### config.mk
export PLATFORM = sky130hd
export DESIGN_NAME = pkt_irq_delay_timer
export DESIGN_NICKNAME = d
export VERILOG_FILES = /design/src/rtl/pidt_pkg.sv /design/src/rtl/pidt_prescaler.sv /design/src/rtl/pidt_interval_ctr.sv /design/src/rtl/pidt_irq_flag.sv /design/src/rtl/pkt_irq_delay_timer.sv
export SDC_FILE = /design/constraint.sdc
export NUM_CORES = 1
export LEC_CHECK = 0
export ABC_AREA = 0
export BUFFER_PORTS_ARGS = -buffer_cell sky130_fd_sc_hd__buf_2
export CORE_AREA = 2 2 61 63
export CTS_BUF_LIST = sky130_fd_sc_hd__clkbuf_4
export DETAILED_ROUTE_END_ITERATION = 8
export DIE_AREA = 0 0 63 65
export GPL_TIMING_DRIVEN = 0
export PLACE_DENSITY = 0.62
export SYNTH_ARGS = -nofsm -noshare
export SYNTH_HDL_FRONTEND = slang
export SYNTH_SLANG_ARGS = --single-unit
export TNS_END_PERCENT = 1
### constraint.sdc
create_clock -name clk -period 2.35 [get_ports clk]
set_input_delay 0 -clock clk [delete_from_list [all_inputs] [get_ports clk]]
set_output_delay 0 -clock clk [all_outputs]
set_load 0.02 [all_outputs]
### src/rtl/pidt_pkg.sv
// Package: shared defaults and state type for the packet interrupt delay timer.
// Assumes nothing beyond a single clock domain.
package pidt_pkg;
    localparam int unsigned TICK_DIV_DEF = 125;  // clock cycles per interval
    localparam int unsigned CFG_W_DEF    = 8;    // width of the delay setting

    typedef enum logic {
        TMR_IDLE = 1'b0,
        TMR_RUN  = 1'b1
    } tmr_state_e;
endpackage

### src/rtl/pidt_prescaler.sv
// Interval prescaler: divides the clock by DIV and emits a one-cycle tick at
// the last cycle of each interval while enabled.
// Assumes DIV >= 2. A clear restarts the interval so the next one is full length.
module pidt_prescaler #(
    parameter int unsigned DIV = pidt_pkg::TICK_DIV_DEF
) (
    input  logic clk,
    input  logic rst_n,
    input  logic run,
    input  logic clear,
    output logic tick
);
    localparam int unsigned W = $clog2(DIV);
    localparam logic [W-1:0] LAST = W'(DIV - 1);

    logic [W-1:0] cnt_q;

    // Cycle counter within the current interval
    always_ff @(posedge clk) begin
        if (!rst_n || clear || !run) begin
            cnt_q <= '0;
        end else if (cnt_q == LAST) begin
            cnt_q <= '0;
        end else begin
            cnt_q <= cnt_q + 1'b1;
        end
    end

    // Tick on the final cycle of an interval
    assign tick = run && (cnt_q == LAST);
endmodule

### src/rtl/pidt_interval_ctr.sv
// Interval counter: arms on end-of-packet and counts prescaler ticks. It
// flags expiry on the tick where the count reaches the live setting.
// Assumes eop/sop are one-cycle strobes. The setting may change at any time
// and is compared as it stands on each tick. Priority: eop > sop > off > expiry.
module pidt_interval_ctr #(
    parameter int unsigned CFG_W = pidt_pkg::CFG_W_DEF
) (
    input  logic             clk,
    input  logic             rst_n,
    input  logic [CFG_W-1:0] cfg,
    input  logic             eop,
    input  logic             sop,
    input  logic             tick,
    output logic             busy,
    output logic             restart,
    output logic             expire
);
    import pidt_pkg::*;

    tmr_state_e       state_q;
    logic [CFG_W-1:0] count_q;
    logic [CFG_W:0]   next_cnt;
    logic             cfg_off;
    logic             running;

    // Decode the disabled setting and the count after this tick
    always_comb begin
        cfg_off  = (cfg == '0);
        running  = (state_q == TMR_RUN);
        next_cnt = {1'b0, count_q} + 1'b1;
    end

    // Expiry when the tick brings the count to or past the setting
    always_comb begin
        expire = running && tick && !eop && !sop && !cfg_off
                 && (next_cnt >= {1'b0, cfg});
    end

    // Any event that starts the interval over
    assign restart = eop || sop || cfg_off || expire;
    assign busy    = running;

    // Armed state and count of elapsed intervals
    always_ff @(posedge clk) begin
        if (!rst_n) begin
            state_q <= TMR_IDLE;
            count_q <= '0;
        end else if (eop) begin
            state_q <= cfg_off ? TMR_IDLE : TMR_RUN;
            count_q <= '0;
        end else if (sop || cfg_off || expire) begin
            state_q <= TMR_IDLE;
            count_q <= '0;
        end else if (running && tick) begin
            count_q <= next_cnt[CFG_W-1:0];
        end
    end
endmodule

### src/rtl/pidt_irq_flag.sv
// Sticky interrupt flag: set by expiry, cleared by acknowledge.
// Assumes set takes priority over a simultaneous acknowledge.
module pidt_irq_flag (
    input  logic clk,
    input  logic rst_n,
    input  logic set,
    input  logic ack,
    output logic flag
);
    // Hold the flag until acknowledged; a new expiry wins over ack
    always_ff @(posedge clk) begin
        if (!rst_n) begin
            flag <= 1'b0;
        end else if (set) begin
            flag <= 1'b1;
        end else if (ack) begin
            flag <= 1'b0;
        end
    end
endmodule

### src/rtl/pkt_irq_delay_timer.sv
// Packet interrupt delay timer top. It arms on end-of-packet, is cancelled
// by a new packet, and raises a sticky interrupt after delay_cfg intervals
// of TICK_DIV cycles. A setting of zero disables it.
// Assumes a single clock domain and a synchronous active-low reset.
module pkt_irq_delay_timer #(
    parameter int unsigned TICK_DIV = pidt_pkg::TICK_DIV_DEF,
    parameter int unsigned CFG_W    = pidt_pkg::CFG_W_DEF
) (
    input  logic             clk,
    input  logic             rst_n,
    input  logic [CFG_W-1:0] delay_cfg,
    input  logic             eop_pulse,
    input  logic             sop_pulse,
    input  logic             irq_ack,
    output logic             delay_irq,
    output logic             timer_busy
);
    logic interval_tick;
    logic restart;
    logic expire;

    // Interval tick generator
    pidt_prescaler #(.DIV(TICK_DIV)) u_presc (
        .clk   (clk),
        .rst_n (rst_n),
        .run   (timer_busy),
        .clear (restart),
        .tick  (interval_tick)
    );

    // Arm/cancel control and interval count
    pidt_interval_ctr #(.CFG_W(CFG_W)) u_ctr (
        .clk     (clk),
        .rst_n   (rst_n),
        .cfg     (delay_cfg),
        .eop     (eop_pulse),
        .sop     (sop_pulse),
        .tick    (interval_tick),
        .busy    (timer_busy),
        .restart (restart),
        .expire  (expire)
    );

    // Sticky interrupt output
    pidt_irq_flag u_flag (
        .clk   (clk),
        .rst_n (rst_n),
        .set   (expire),
        .ack   (irq_ack),
        .flag  (delay_irq)
    );
endmodule

==> metrics.txt <==
status finished, violations left; failing checks setup timing; final worst slack -0.203 ns; transition time of the tightest slew-check pin 0.448 ns; R2R depth 11; Max-cap violations 0; # DRC 0; clock latency on the worst-skew pair 0.28 ns; Seq/Total Area, Yosys 29.4%; share of layout cells above drive strength 1 31.3%; Critical Path End Type register; post-synthesis simple-gate area fraction 29.2%; Worst slew margin 69.4%; Clk Tree Root Cell clkbuf_4; core region area 3500 µm²; dpl hpwl 1970 µm; worst-path fanout max 5; most instantiated library cell after synthesis dfxtp_1; DIE HEIGHT 65 µm; routed vias 1,056; I/O Buffers 14; Req. time, crit path 2.56 ns; Max Used Layer met4; critical-path cell list ha_4 -> and3_4 -> nand3_4 -> xnor2_2 -> ha_1 -> and3_4 -> a221o_1 -> a41oi_2 -> buf_6 -> nand3_2 -> o31ai_2; routed wl met3 41 µm; WHS Path Cells 3; final core occ 41.9%; layout filler cell count 374; worst-case vdd ir drop 0.224 mV; Max clock buf depth 2; clock skew 0.00660 ns; CP Class register to register; Ys Warns 0; Tot GR Track Use 14.0%; syn nets 161; Row Count 22; Yosys top cell by area dfxtp_1; leakage 0.579 nW; antenna cells 0; detailed-route wire length per cell 12.4 µm; Final Hold Fails 0; shortest period the worst path allows 2.55 ns; Async S/R FF share, synth 0%; Vias/cell 5.00; Die W 63 µm; CTS tree done; period utilization 109%; Synth Area in XOR/XNOR 8.32%; wl on met1 1200 µm; R2R Setup Slk -0.20 ns; vias in the first global route 1,059; pin count of the biggest net entering global routing 10; # nets final 188; Detailed Routing Iterations Pass 1 4; HP Class input port to register; clock sink total 17; initial DRC count 26; total die area 4100 µm²; CP max stage delay 0.39 ns; Post-synth EDFFs 0; Cell Area, Synth 1160 µm²; initial antenna violation count 0; Finish-stage setup viols 10; adder-cell share of the synthesized area 11.9%; H-tree Lvls 1; Post-DRT Antenna Nets 0; starting density of the core 33.1%; Placer Congestion 0.770; Cell variety after synth 39; predominant post-synthesis flop cell dfxtp_1; TritonCTS buffer count 3; Worst EP arrival 2.76 ns; mux share of post-synthesis cell area 0%; Synth Area in Compound Gates 14.1%; Highest Clock Rate 0.392 GHz; Syn Inst Count 137; RSZ-0062 raised after global routing yes; Synth area leaders dfxtp_1 29%, ha_1 12%, nand3_1 4.8%, xnor2_1 4.5%, inv_1 3.9%; Hold Startpoint rst_n; final global-route overflow total 0; # IOs 15; Slowest-stage cell, CP dfxtp_4; post-synthesis average cell area 8.46 µm²; Most Frequent Cell on Critical Path and3_4; share of the synthesized area in the top cell type 29.4%; Layout area overhead 26.5%; wire length on met2 1350 µm; final hold slack 0.0226 ns; Routed WL 2610 µm; first-pass GRT wire length 4590 µm; reg-to-reg startpoint u_ctr.count_q[0]$_SDFFE_PP0P_; Synth top cells by count 17 x dfxtp_1, 12 x inv_1, 11 x ha_1, 11 x nand3_1, 11 x nor2_1; Pwr per Cell Area 337 nW/µm²; CTS clk-pin slew, worst paths 0.10 ns; CP startpoint kind register; Slew Limit Fails 0; post-synthesis register bit count 17; WHS Endpoint u_ctr.busy$_SDFFE_PN0P_; Critical R2R Capture u_ctr.count_q[0]$_SDFFE_PP0P_; largest family of logic cells by synthesized area simple AND/OR/NAND/NOR gates
state kept, by name, summed over array words and instances, names as in the netlist:
register and cells:
u_ctr.count_q 8, u_ctr.busy 1, u_presc.cnt_q 7, u_flag.flag 1
power breakdown:
group / switching [mW] / internal (mW)
Sequential: 0.00178 / 0.286
Combinational: 0.0211 / 0.0196
Clock: 0.0876 / 0.0774
Total: 0.110 / 0.383
final cells by class:
class	count	area [µm²]	area share (%)
plain buffers	6	42.5	2.90
clock buffers	4	30.0	2.05
inverters	12	45.0	3.07
multi-input cells	102	797	54.4
flip-flops and latches	17	353	24.1
well taps	48	60.1	4.10
repair buffers	22	138	9.39
metal layers:
layer  vias up  GRT usage (%)
li1        543              -
met1       501           17.8
met2        10           24.7
met3         2           1.04
met4         0           5.00
met5         -              0
worst max-delay path, delay by kind of cell (launching register included):
family	cells	cell delay [ns]
AO/OA/AOI/OAI	3	0.73
AND/OR/NAND/NOR	4	0.57
adder cells (fa/ha/maj)	2	0.46
flip-flops	1	0.39
buffers and inverters	1	0.17
XOR/XNOR	1	0.14
cells by family (layout without fill, tap and decap cells):
logic type | count (synthesis) | after routing
compound gates | 21 | 21
simple gates | 59 | 59
xor+xnor | 11 | 11
fa+ha+maj | 11 | 11
flops | 17 | 17
buf+inv | 18 | 44
layout by cell type (no fill, tap or decap), drive strengths merged, types with 2 or more instances in the layout:
| cell type | instances |
|---|---|
| or3 | 2 |
| dfxtp | 17 |
| a21o | 2 |
| nand4 | 5 |
| ha | 11 |
| a21oi | 6 |
| xnor2 | 6 |
| o21ai | 4 |
| clkbuf | 6 |
| nor2 | 11 |
| a31oi | 2 |
| or4 | 3 |
| and3 | 6 |
| nor3 | 2 |
| nand3 | 13 |
| inv | 12 |
| xor2 | 5 |
| dlygate4sd3 | 3 |
| nand2 | 9 |
| nand3b | 2 |
| buf | 23 |
| nor4 | 2 |
how the worst max path moves through the flow:
stage / startpoint / to / cells after the start / slack, ns
6_report: u_ctr.count_q[0]$_SDFFE_PP0P_ / u_ctr.count_q[0]$_SDFFE_PP0P_ / 11 / -0.20
5_1_grt: u_ctr.count_q[0]$_SDFFE_PP0P_ / u_ctr.count_q[0]$_SDFFE_PP0P_ / 11 / -0.35
4_1_cts: u_ctr.count_q[0]$_SDFFE_PP0P_ / u_ctr.count_q[0]$_SDFFE_PP0P_ / 11 / -0.20
3_5_place_dp: u_ctr.count_q[0]$_SDFFE_PP0P_ / u_ctr.count_q[7]$_SDFFE_PP0P_ / 11 / -0.33
3_3_place_gp: u_ctr.count_q[0]$_SDFFE_PP0P_ / u_ctr.count_q[0]$_SDFFE_PP0P_ / 11 / -0.34
2_1_floorplan: u_ctr.count_q[0]$_SDFFE_PP0P_ / u_ctr.count_q[5]$_SDFFE_PP0P_ / 11 / -0.06
what timing repair did:
item / in CTS / in global routing
hold buffers: 3 / 0
pin swaps: 18 / 1
buffers inserted: 4 / 0
resized for setup: 8 / 4
setup endpoints to repair: 10 / 10
cloned: 1 / 0
hold endpoints to repair: 2 / 0
metrics by stage:
stage	instance area (µm²)	cells	setup WS (ns)	total power, mW	TNS [ns]
6_report	1470	211	-0.203	0.493	-1.61
5_1_grt	1470	211	-0.351	0.520	-3.04
4_1_cts	1450	211	-0.197	0.502	-1.63
3_5_place_dp	1330	199	-0.332	0.334	-2.77
3_3_place_gp	1330	199	-0.340	0.333	-2.76
2_1_floorplan	1190	137	-0.0649	0.316	-0.211
Power figures use the tool's default switching activity.
